## config.mk

```make
export PLATFORM = sky130hd
export DESIGN_NAME = rst_stretch_top
export DESIGN_NICKNAME = d
export VERILOG_FILES = /design/src/rtl/rst_stretch_pkg.sv /design/src/rtl/rst_sync_chain.sv /design/src/rtl/mr_qualifier.sv /design/src/rtl/hold_sequencer.sv /design/src/rtl/rst_stretch_top.sv
export SDC_FILE = /design/constraint.sdc
export NUM_CORES = 1
export LEC_CHECK = 0
export BUFFER_PORTS_ARGS = -buffer_cell sky130_fd_sc_hd__buf_2
export CAP_MARGIN = 20
export CORE_AREA = 2 2 66 49
export DETAILED_ROUTE_END_ITERATION = 12
export DIE_AREA = 0 0 68 51
export HOLD_SLACK_MARGIN = 0.15
export PLACE_DENSITY = 0.89
export SETUP_SLACK_MARGIN = 0.4
export SYNTH_ARGS = -nofsm -noshare
export SYNTH_HDL_FRONTEND = slang
export SYNTH_SLANG_ARGS = --single-unit
export TNS_END_PERCENT = 100
```

## constraint.sdc

```tcl
create_clock -name clk -period 3.2 [get_ports clk]
set_input_delay 0.48 -clock clk [delete_from_list [all_inputs] [get_ports clk]]
set_output_delay 0.48 -clock clk [all_outputs]
set_load 0.03 [all_outputs]
```

## src/rtl/rst_stretch_pkg.sv

```systemverilog
package rst_stretch_pkg;

    typedef enum logic [1:0] {
        ST_CAUSE = 2'd0,
        ST_HOLD  = 2'd1,
        ST_RUN   = 2'd2
    } stretch_state_e;

endpackage

```

## src/rtl/rst_sync_chain.sv

```systemverilog
module rst_sync_chain #(
    parameter int   STAGES    = 2,
    parameter logic RESET_VAL = 1'b1
) (
    input  logic clk,
    input  logic por_n,
    input  logic d_in,
    output logic q_out
);
    logic [STAGES-1:0] chain_q;

    generate
        for (genvar i = 0; i < STAGES; i++) begin : g_stage
            if (i == 0) begin : g_first
                always_ff @(posedge clk or negedge por_n) begin
                    if (!por_n) chain_q[0] <= RESET_VAL;
                    else        chain_q[0] <= d_in;
                end
            end else begin : g_next
                always_ff @(posedge clk or negedge por_n) begin
                    if (!por_n) chain_q[i] <= RESET_VAL;
                    else        chain_q[i] <= chain_q[i-1];
                end
            end
        end
    endgenerate

    assign q_out = chain_q[STAGES-1];
endmodule

```

## src/rtl/mr_qualifier.sv

```systemverilog
module mr_qualifier #(
    parameter int QUAL_CYCLES = 50
) (
    input  logic clk,
    input  logic por_n,
    input  logic btn_low,
    output logic qualified
);
    localparam int QW = $clog2(QUAL_CYCLES + 1);
    localparam logic [QW-1:0] QMAX = QW'(QUAL_CYCLES);

    logic [QW-1:0] low_cnt;

    always_ff @(posedge clk or negedge por_n) begin
        if (!por_n) begin
            low_cnt <= '0;
        end else if (!btn_low) begin
            low_cnt <= '0;
        end else if (low_cnt != QMAX) begin
            low_cnt <= low_cnt + QW'(1);
        end
    end

    assign qualified = (low_cnt == QMAX);
endmodule

```

## src/rtl/hold_sequencer.sv

```systemverilog
module hold_sequencer
    import rst_stretch_pkg::*;
#(
    parameter int HOLD_CYCLES = 12_500_000
) (
    input  logic clk,
    input  logic por_n,
    input  logic cause,
    output logic rst_hi,
    output logic rst_lo
);
    localparam int CW = $clog2(HOLD_CYCLES + 1);
    localparam logic [CW-1:0] LAST = CW'(HOLD_CYCLES - 1);

    stretch_state_e state_q, state_nxt;
    logic [CW-1:0]  cnt_q, cnt_nxt;

    always_comb begin
        state_nxt = state_q;
        cnt_nxt   = cnt_q;
        unique case (state_q)
            ST_CAUSE: begin
                cnt_nxt = '0;
                if (!cause) state_nxt = ST_HOLD;        // clear
            end
            ST_HOLD: begin
                if (cause) begin
                    state_nxt = ST_CAUSE;               // rearm
                    cnt_nxt   = '0;
                end else if (cnt_q == LAST) begin
                    state_nxt = ST_RUN;                 // expire
                    cnt_nxt   = '0;
                end else begin
                    cnt_nxt = cnt_q + CW'(1);
                end
            end
            ST_RUN: begin
                cnt_nxt = '0;
                if (cause) state_nxt = ST_CAUSE;        // trip
            end
            default: begin
                state_nxt = ST_CAUSE;
                cnt_nxt   = '0;
            end
        endcase
    end

    always_ff @(posedge clk or negedge por_n) begin
        if (!por_n) begin
            state_q <= ST_CAUSE;
            cnt_q   <= '0;
        end else begin
            state_q <= state_nxt;
            cnt_q   <= cnt_nxt;
        end
    end

    always_ff @(posedge clk or negedge por_n) begin
        if (!por_n) begin
            rst_hi <= 1'b1;
            rst_lo <= 1'b0;
        end else begin
            rst_hi <= (state_nxt != ST_RUN);
            rst_lo <= (state_nxt == ST_RUN);
        end
    end
endmodule

```

## src/rtl/rst_stretch_top.sv

```systemverilog
module rst_stretch_top #(
    parameter int HOLD_CYCLES    = 12_500_000,
    parameter int MR_QUAL_CYCLES = 50,
    parameter int SYNC_STAGES    = 2
) (
    input  logic clk,
    input  logic por_n,
    input  logic supply_ok,
    input  logic mr_n,
    input  logic wd_req,
    output logic rst_out,
    output logic rst_out_n
);
    logic mr_n_sync;
    logic mr_active;
    logic any_cause;

    rst_sync_chain #(
        .STAGES   (SYNC_STAGES),
        .RESET_VAL(1'b1)
    ) u_mr_sync (
        .clk  (clk),
        .por_n(por_n),
        .d_in (mr_n),
        .q_out(mr_n_sync)
    );

    mr_qualifier #(
        .QUAL_CYCLES(MR_QUAL_CYCLES)
    ) u_mr_qual (
        .clk      (clk),
        .por_n    (por_n),
        .btn_low  (!mr_n_sync),
        .qualified(mr_active)
    );

    assign any_cause = !supply_ok || mr_active || wd_req;

    hold_sequencer #(
        .HOLD_CYCLES(HOLD_CYCLES)
    ) u_seq (
        .clk   (clk),
        .por_n (por_n),
        .cause (any_cause),
        .rst_hi(rst_out),
        .rst_lo(rst_out_n)
    );
endmodule

```

==> flow_summary_export.csv, run 1 <==
group,metric,value,unit
run_status,status,"finished clean",
sta,finalMaxSlewViolations,0,
cts,clk_latency,0.29,ns
floorplanning,fp-row-count,17,
final_layout,drive_gt1_frac,0.118,
placement,place_area,0.00183,mm2
sta,rsz0062_at_grt,"false",
logic_synthesis,synth_area_leaders,"dfrtp_1, xnor2_1, nor2_1, dfstp_2, a21oi_1",
setup_path,slowest_stage,"or4_1",
setup_path,cp_num_buf_inv,0,
min_path,hold_class,"primary input to asynchronous set/reset pin",
final_layout,finalNetCount,194,
power,ir_worst_vdd,305,uV
cts,cts_hold_buf,0,
logic_synthesis,synth_ff_type,"dfrtp_1",
cts,cts_resized,0,
routing,wl_per_cell,15.9,um
cts,clock_path_buffers,2,
setup_path,critPathMaxFanout,5,
cts,cts_tree,"yes",
sta,finalCriticalPeriod,2.08,ns
logic_synthesis,syn_inst,177,
setup_path,crit_type,"register to register",
sta,worstMarginPinSlew,0.765,ns
logic_synthesis,synth.net_count,185,
power,p_int,0.644,mW
logic_synthesis,synth-seq-cells,36,
power,p_seq_frac,0.569,
logic_synthesis,async_flop_share,1.00,
setup_path,path_cells,"ha_1 -> nand4_1 -> or4_1 -> or3_1 -> a21oi_1",
setup_path,worst_path_largest_cell_delay,0.66,ns
cts,post-cts-setup-buffer-count,0,
final_layout,antenna_cells,0,
setup_path,cpLargestDelayFamily,"simple AND/OR/NAND/NOR gates",
floorplanning,fp.dieW,68,um
power,clkPwrFrac,0.401,
routing,vias,1397,
sta,fin_crit_sh,0.650,
routing,wl,3590,um
sta,fin_tns_setup,0,ns
power,power.switching,0.177,mW
floorplanning,num_io_pins,7,
logic_synthesis,yosysWarningCount,0,
routing,drt_pre_antenna_iters,4,
cts,cts-htree-levels,2,
logic_synthesis,yosysTopAreaCell,"dfrtp_1",
global_route,grt-ovfl-total,0,
setup_path,cp-end-kind,"register",
cts,clk_pin_slew,0.07,ns
global_route,grt_start_max_net_pins,37,
setup_path,start_kind,"register",
logic_synthesis,synth_cell_types,35,
setup_path,arrival,2.29,ns
sta,setup_violations,0,
cts,cts_made_buffers,5,
run,drv_cap,0,
final_layout,syn_to_final_growth,8.63,%
routing,drc,0,
placement,gp_congestion,0.840,
power,swShare,0.215,
power,p_leak,0.729,nW
cts,cts.sinks,36,
global_route,antenna_found_initial,0,
setup_path,crit_cells,5,
routing,ant_nets,0,
sta,max_freq,481,MHz
logic_synthesis,netlist.area_leader.share,0.467,
placement,place_ws,1.13,ns
power,cellPowerDensity,427,mW/mm2
cts,cts_root_buffer,"clkbuf_8",
final_layout,final_cell_area,0.00192,mm2
logic_synthesis,synth_edf_count,0,
logic_synthesis,syn_avg_cell_area,10.0,um2
sta,hold_viol,0,
floorplanning,die_area,0.00347,mm2
setup_path,r2r_cells,5,
global_route,grt_pass1_vias,1391,
setup_path,required,3.41,ns
sta,slew_headroom,0.490,
floorplanning,core-area,0.00294,mm2
placement,dp.final_hpwl,2520,um
logic_synthesis,yosysSeqAreaShare,0.511,
sta,fin_skew,0.00786,ns
global_route,track_usage,0.247,
sta,worst_slack,1.12,ns
global_route,grt_pass1_wl,6130,um
routing,viasPerCell,6.21,
routing,first_iter_violations,89,
floorplanning,initial_core_util,0.603,
power,p_comb_frac,0.030,
logic_synthesis,syn_area,0.00177,mm2
floorplanning,dieHeight,51,um
placement,portBuffers,6,
## power groups by stage
stage | Clock (mW) | Combinational, mW | Sequential, mW
floorplan | 0 | 0.0104 | 0.474
global placement | 0 | 0.0232 | 0.475
detailed placement | 0 | 0.0254 | 0.476
CTS | 0.335 | 0.0254 | 0.467
global route | 0.356 | 0.0282 | 0.468
finish | 0.329 | 0.0247 | 0.467
## routing by layer
metal  up-vias  track usage  part of all wire  routed length [um]
met5         -            0                 0                   0
met4         0        0.113             0.012                  42
met3         7       0.0925             0.073                 261
met2        46        0.383              0.49                1770
met1       685        0.304              0.42                1510
li1        659            -                 -                   -
## stage by stage
| stage | util | power, mW | cells | hold slack (ns) |
|---|---|---|---|---|
| 2_1_floorplan | - | 0.485 | 177 | 0.184 |
| 3_3_place_gp | 0.624 | 0.498 | 217 | 0.346 |
| 3_5_place_dp | 0.624 | 0.501 | 217 | 0.348 |
| 4_1_cts | 0.655 | 0.827 | 225 | 0.277 |
| 5_1_grt | 0.655 | 0.852 | 225 | 0.275 |
| 6_report | 0.655 | 0.821 | 225 | 0.256 |
## cell usage after synthesis (all sizes together) (2+ instances only)
| master | instances |
|---|---|
| o21ai | 7 |
| o31ai | 4 |
| nand2 | 11 |
| and3 | 2 |
| clkbuf | 2 |
| o2111a | 3 |
| dfstp | 3 |
| nor4 | 5 |
| a21oi | 12 |
| nand3 | 11 |
| or3 | 5 |
| nand2b | 2 |
| xor2 | 6 |
| xnor2 | 10 |
| dfrtp | 33 |
| or4 | 6 |
| nor2 | 23 |
| and4 | 3 |
| nor3 | 3 |
| inv | 4 |
| ha | 3 |
| nand4 | 6 |
| nand4b | 2 |
| buf | 3 |
## worst reg2reg max path: stages, from the launching register on
cell	delay, ns
dfrtp_1	0.39
ha_1	0.25
nand4_1	0.18
or4_1	0.66
or3_1	0.36
a21oi_1	0.17
## state kept, by name, summed over array words and instances, names as in the netlist
| signal | flops |
|---|---|
| u_mr_qual.low_cnt | 6 |
| u_mr_sync.chain_q | 1 |
| u_mr_sync.q_out | 1 |
| u_seq.cnt_q | 24 |
| u_seq.rst_hi | 1 |
| u_seq.rst_lo | 1 |
| u_seq.state_q | 2 |
## final timing paths
path,startpoint,endpoint,slack (ns)
max in group asynchronous,por_n,u_seq.cnt_q[4],2.45
worst max register to register,u_seq.cnt_q[0],u_seq.cnt_q[22],1.12
worst max-delay path,u_seq.cnt_q[0],u_seq.cnt_q[22],1.12
worst min register to register,u_mr_sync.chain_q[0],u_mr_sync.q_out,0.36
min in group clk,mr_n,u_mr_sync.chain_q[0],0.29
worst min-delay path,por_n,u_mr_qual.low_cnt[4],0.26
## final cells by class
cell class                 instances  area [um2]
clock buffer                       8        90.1
fill                             242        1010
inverter                           4        15.0
multi-input combinational        132         827
sequential                        36         905
tap                               38        47.5
timing repair buffer               7        37.5
## cells by family (layout without fill, tap and decap cells)
| logic type | count (synthesis) | count (layout) | share of synthesized area |
|---|---|---|---|
| xor gates and xnor gates | 16 | 16 | 0.0792 |
| buffers and inverters | 9 | 19 | 0.0212 |
| DFF | 36 | 36 | 0.511 |
| adders and majority gates | 3 | 3 | 0.0212 |
| AOI/OAI and AO/OA | 28 | 28 | 0.102 |
| and+or+nand+nor | 85 | 85 | 0.265 |
## layout by cell type, fill, tap and decap left out, types with 2 or more instances in the layout
master and n:
dfstp_2 3, or4_1 6, ha_1 3, nand4_1 6
nand3_2 2, inv_1 4, nor3_1 3, and4_1 3
buf_2 6, nor4_1 5, nand2b_1 2, nand4b_1 2
xnor2_1 10, nor2_1 23, and3_1 2, or3_1 5
nand3_1 9, xor2_1 6, clkbuf_8 6, o21ai_0 7
a21oi_1 12, o2111a_1 3, o31ai_1 3, clkbuf_1 2
dfrtp_1 33, nand2_1 10
(Power assumes the default switching activity.)
==> run 2, diff against run 1 <==
- ABC_AREA: not set -> 1
- CORE_AREA: 2 2 66 49 -> 2 2 75 56
- DIE_AREA: 0 0 68 51 -> 0 0 77 58
- PLACE_DENSITY: 0.89 -> 0.8
- clock period: 3.2 -> 1.7 ns (I/O delays scaled with it)
==> run 2 against run 1 <==
Net effect:
- sequential power rose by 88%
- final area rose by 31%
- hold slack improved by 0.050 ns
- die area rose by 29%
- count of clock-buffer cells in the layout fell by 1
- maximum frequency rose by 41%
- cell count rose by 48%
- via count rose by 21%
- power rose by 90%
- critical path type unchanged
- largest cell class is now multi-input combinational cells
- highest routed layer unchanged
==> flow_summary_export.csv, run 2 <==
group,metric,value,unit
routing,wl_per_cell,13.7,um
logic_synthesis,synth-seq-cells,36,
sta,hold_viol,0,
placement,place_ws,0.181,ns
logic_synthesis,yosysWarningCount,0,
logic_synthesis,yosysSeqAreaShare,0.459,
routing,drt_pre_antenna_iters,5,
logic_synthesis,async_flop_share,1.00,
min_path,hold_class,"primary input to register",
floorplanning,fp.dieW,77,um
sta,fin_hold_ws,0.307,ns
cts,clock_path_buffers,2,
routing,viasPerCell,5.08,
power,p_comb_frac,0.055,
run_status,status,"finished clean",
logic_synthesis,synth_ff_type,"dfrtp_1",
power,p_seq_frac,0.562,
cts,cts_made_buffers,5,
routing,first_iter_violations,107,
logic_synthesis,synth_area_leaders,"dfrtp_1, nand2_1, nor2_1, inv_1, nor2_2",
setup_path,crit_type,"register to register",
global_route,grt_start_max_net_pins,37,
global_route,grtUsageMet2,0.325,
final_layout,mostFrequentLayoutCell,"nand2_1",
global_route,grt_use_met1,0.293,
routing,drc,0,
logic_synthesis,yosysTopAreaCell,"dfrtp_1",
power,power.switching,0.373,mW
floorplanning,initial_core_util,0.524,
global_route,grt_pass1_vias,1549,
sta,max_freq,678,MHz
floorplanning,fp-row-count,19,
setup_path,arrival,1.63,ns
logic_synthesis,yosysMostFrequentCell,"nand2_1",
cts,clk_latency,0.29,ns
cts,clk_pin_slew,0.08,ns
sta,fin_tns_setup,0,ns
floorplanning,dieHeight,58,um
final_layout,nFillCells,297,
global_route,grt.busiest_layer,"met2",
power,cellPowerDensity,621,mW/mm2
final_layout,largest_reg_flops,24,
power,p_int,1.19,mW
placement,portBuffers,6,
setup_path,critPathMaxFanout,7,
power,ir_worst_vdd,378,uV
logic_synthesis,syn_avg_cell_area,8.04,um2
final_layout,regMostFlops,"u_seq.cnt_q",
routing,ant_nets,0,
final_layout,final_util,0.670,
power,finalPower,1.56,mW
logic_synthesis,syn_inst,245,
global_route,antenna_found_initial,0,
sta,slew_headroom,0.693,
setup_path,cp-end-kind,"register",
cts,cts_root_buffer,"clkbuf_8",
logic_synthesis,syn_area,0.00197,mm2
run,drv_cap,0,
power,swShare,0.239,
setup_path,slowest_stage,"dfrtp_1",
global_route,grt-ovfl-total,0,
sta,worstMarginPinSlew,0.460,ns
routing,wl,4550,um
sta,finalCriticalPeriod,1.47,ns
sta,worst_slack,0.225,ns
floorplanning,num_io_pins,7,
cts,cts.sinks,36,
sta,fin_crit_sh,0.867,
global_route,grt_pass1_wl,7220,um
logic_synthesis,synth.net_count,253,
sta,fin_skew,0.0112,ns
final_layout,antenna_cells,0,
routing,vias,1691,
cts,cts_tree,"yes",
cts,cts-htree-levels,2,
sta,setup_violations,0,
placement,dp.final_hpwl,2720,um
power,clkPwrFrac,0.383,
final_layout,largest_registers,"u_seq.cnt_q x24, u_mr_qual.low_cnt x6, u_seq.state_q x2",
final_layout,finalNetCount,288,
global_route,track_usage,0.211,
logic_synthesis,synth_cell_types,25,
placement,gp_congestion,0.921,
global_route,grtUsageMet3,0.0561,
setup_path,required,1.86,ns
final_layout,drive_gt1_frac,0.327,
sta,rsz0062_at_grt,"true",
final_layout,final_cell_mix,"nand2_1, nor2_1, dfrtp_1",
floorplanning,core-area,0.00376,mm2
logic_synthesis,netlist.area_leader.share,0.419,
floorplanning,die_area,0.00447,mm2
logic_synthesis,synth.cells.most_frequent,"nand2_1, nor2_1, dfrtp_1",
sta,finalMaxSlewViolations,0,
setup_path,start_kind,"register",
logic_synthesis,synth_edf_count,0,
setup_path,path_cells,"ha_4 -> nand2_4 -> nor2_4 -> nand2_2 -> nor2_4 -> nand2_4 -> nand2_8 -> nor3_4",
setup_path,worst_path_largest_cell_delay,0.40,ns
power,p_leak,1.10,nW
final_layout,syn_to_final_growth,27.8,%
run 2: final cells by class:
type	instances	area, um2	share of cell area
inverters	29	111	0.0443
well taps	52	65.1	0.0259
repair buffers	27	204	0.0811
clock inverters	1	5.00	0.00199
multi-input cells	181	1150	0.456
clock buffers	7	76.3	0.0303
flip-flops and latches	36	907	0.361
run 2: per-layer routing:
layer  vias up  share of wire  routed length (um)
li1        841              -                   -
met1       803           0.47                2150
met2        40           0.46                2110
met3         7          0.048                 218
met4         0          0.015                  66
met5         -              0                   0
run 2: final timing paths:
check | to | slack (ns) | from | cells past startpoint
hold reg to reg | u_mr_sync.q_out | 0.34 | u_mr_sync.chain_q[0] | 0
min in group asynchronous | u_mr_qual.low_cnt[4] | 0.53 | por_n | 3
setup reg to reg | u_seq.cnt_q[5] | 0.23 | u_seq.cnt_q[0] | 8
setup / recovery | u_seq.cnt_q[5] | 0.23 | u_seq.cnt_q[0] | 8
max in group asynchronous | u_mr_sync.chain_q[0] | 0.81 | por_n | 3
hold / removal | u_seq.state_q[0] | 0.31 | wd_req | 4
run 2: cell families after synthesis:
kind of cell	synth area share
and+or+nand+nor	0.366
adders and majority gates	0.0191
DFF	0.459
xor gates and xnor gates	0.0489
AOI/OAI and AO/OA	0.0413
buffers and inverters	0.0654
run 2: through the flow:
step	cell area (um2)	cells
6_report	2520	333
5_1_grt	2520	333
4_1_cts	2330	324
3_5_place_dp	2080	304
3_3_place_gp	2080	304
2_1_floorplan	1990	245
run 2: repair_timing:
item / CTS / global route
setup buffers: 8 / 9
hold buffers: 2 / 0
setup endpoints to repair: 28 / 30
endpoints found under the hold margin: 34 / 0
resized for setup: 15 / 29
gates cloned: 2 / 0
pin swaps: 17 / 9
run 2: worst max-delay path, delay by kind of cell, from the launching register on:
| kind | cells | cell delay (ns) |
|---|---|---|
| flip-flops | 1 | 0.40 |
| adder cells (fa/ha/maj) | 1 | 0.17 |
| AND/OR/NAND/NOR | 7 | 0.77 |
run 2: power groups by stage:
stage / combinational [mW] / clock (mW) / sequential, mW
floorplan: 0.0291 / 0 / 0.892
finish: 0.0861 / 0.599 / 0.878
global route: 0.0950 / 0.644 / 0.879
detailed placement: 0.0559 / 0 / 0.895
global placement: 0.0538 / 0 / 0.894
CTS: 0.0722 / 0.603 / 0.877
==> run 3, diff against run 2 <==
- REMOVE_ABC_BUFFERS: not set -> 1
==> run 3 against run 2 <==
Net effect:
- critical path depth fell by 1
- combinational power fell by 6.2%
- register-to-register slack improved by 0.03 ns
- critical endpoint is now u_seq.cnt_q[16]
- routed wire length rose by 1.5%
- cell count fell by 1.5%
- first-iteration DRC count rose by 11%
- highest routed layer unchanged
- largest power group unchanged
- hold slack got worse by 0.016 ns
- global-route usage rose by 0.37 points
- power rose by 15%
==> flow_summary_export.csv, run 3 (synthesis results as in run 2) <==
group,metric,value,unit
routing,wl_per_cell,14.1,um
cts,cts-htree-levels,2,
sta,setup_violations,0,
floorplanning,die_area,0.00447,mm2
final_layout,drive_gt1_frac,0.286,
setup_path,cp_num_buf_inv,0,
global_route,grt-ovfl-total,0,
cts,cts_tree,"yes",
cts,cts.sinks,36,
global_route,grt_pass1_vias,1570,
power,ir_worst_vdd,493,uV
sta,worstMarginPinSlew,0.453,ns
global_route,track_usage,0.215,
sta,fin_hold_ws,0.290,ns
floorplanning,core-area,0.00376,mm2
sta,fin_skew,0.0106,ns
final_layout,finalNonFillerCells,328,
floorplanning,initial_core_util,0.524,
cts,clk_pin_slew,0.08,ns
run,drv_cap,0,
sta,finalCriticalPeriod,1.45,ns
floorplanning,num_io_pins,7,
sta,fin_tns_setup,0,ns
final_layout,antenna_cells,0,
setup_path,worst_path_largest_cell_delay,0.36,ns
floorplanning,fp-row-count,19,
routing,wl,4620,um
cts,clk_latency,0.29,ns
setup_path,arrival,1.67,ns
setup_path,cp-end-kind,"register",
routing,first_iter_violations,119,
final_layout,largest_registers,"u_seq.cnt_q x24, u_mr_qual.low_cnt x6, u_seq.state_q x2",
sta,finalMaxSlewViolations,0,
placement,gp_congestion,0.895,
final_layout,nFillCells,299,
routing,ant_nets,0,
placement,dp.final_hpwl,2740,um
routing,drc,0,
sta,slew_headroom,0.698,
sta,hold_viol,0,
routing,drt_pre_antenna_iters,4,
final_layout,final_util,0.660,
cts,clock_path_buffers,2,
routing,vias,1677,
power,finalPower,1.79,mW
global_route,grt_start_max_net_pins,37,
sta,fin_crit_sh,0.850,
setup_path,path_cells,"ha_2 -> nand2_4 -> nor3_1 -> nand3_1 -> nand2_1 -> nand2_1 -> nor2_1",
setup_path,critPathMaxFanout,4,
floorplanning,fp.dieW,77,um
power,cellPowerDensity,722,mW/mm2
setup_path,cpLargestDelayFamily,"simple AND/OR/NAND/NOR gates",
min_path,hold_class,"primary input to register",
power,p_leak,1.08,nW
run_status,status,"finished clean",
final_layout,mostFrequentLayoutCell,"nand2_1",
final_layout,finalNetCount,283,
setup_path,start_kind,"register",
setup_path,slowest_stage,"dfrtp_1",
global_route,grt_pass1_wl,7340,um
sta,rsz0062_at_grt,"true",
routing,viasPerCell,5.11,
placement,place_inst,304,
setup_path,required,1.92,ns
final_layout,final_cell_mix,"nand2_1, nor2_1, dfrtp_1",
global_route,antenna_found_initial,0,
sta,max_freq,692,MHz
floorplanning,dieHeight,58,um
final_layout,regMostFlops,"u_seq.cnt_q",
setup_path,crit_type,"register to register",
final_layout,largest_reg_flops,24,
cts,cts_root_buffer,"clkbuf_8",
cts,cts_made_buffers,5,
setup_path,cpMostUsedCell,"nand2_1",
final_layout,syn_to_final_growth,25.9,%
placement,portBuffers,6,
==> run 3: cell count changes in the layout (fill, tap and decap cells not counted), sizes merged <==
cell,before,now
clkinv,1,0
a21oi,9,8
buf,25,21
bufinv,0,1
==> run 3: power breakdown <==
part	switching, mW	internal (mW)
clock network	0.314	0.518
logic	0.0502	0.0306
registers	0.0104	0.868
total	0.375	1.42
==> run 3: what timing repair did <==
item                                    CTS  global route
hold buffers                              2             0
pin swaps                                 5            13
resized for setup                         8            28
endpoints found under the setup margin   29            30
hold endpoints to repair                 34             0
cloned                                    0             1
setup buffers                            11             2
==> run 3: path summary, 6_finish.rpt <==
path,startpoint,end,slack (ns),cells after the start
setup / recovery,u_seq.cnt_q[0],u_seq.cnt_q[16],0.25,7
hold / removal,wd_req,u_seq.state_q[0],0.29,4
setup reg to reg,u_seq.cnt_q[0],u_seq.cnt_q[16],0.25,7
hold reg to reg,u_mr_sync.chain_q[0],u_mr_sync.q_out,0.36,0
max in group asynchronous,por_n,u_seq.rst_hi,0.81,3
min in group asynchronous,por_n,u_seq.cnt_q[5],0.54,3
==> run 3: cell type report <==
type,instances,area (um2),share of cell area
clock inverter,1,30.0,0.0121
clock buffer,7,96.3,0.0388
timing repair buffer,23,179,0.0721
sequential,36,905,0.365
multi-input combinational,180,1090,0.441
tap,52,65.1,0.0262
inverter,29,111,0.0449
==> run 3: routing by layer <==
layer / vias up / GRT usage / routed length [um]
met2: 46 / 0.325 / 2160
li1: 819 / - / -
met3: 11 / 0.0639 / 228
met1: 801 / 0.291 / 2150
met5: - / 0 / 0
met4: 0 / 0.0969 / 91
==> run 3: per-stage QoR <==
stage / instance area, um2 / setup WS (ns)
floorplan: 1950 / 0.317
global placement: 2060 / 0.207
detailed placement: 2060 / 0.170
CTS: 2330 / 0.251
global route: 2480 / 0.150
finish: 2480 / 0.255
==> run 3: tightest hold or removal path: stages <==
cell and delay (ns):
buf_2 0.07, nor2_1 0.08, nand2_1 0.10, nor2_1 0.05
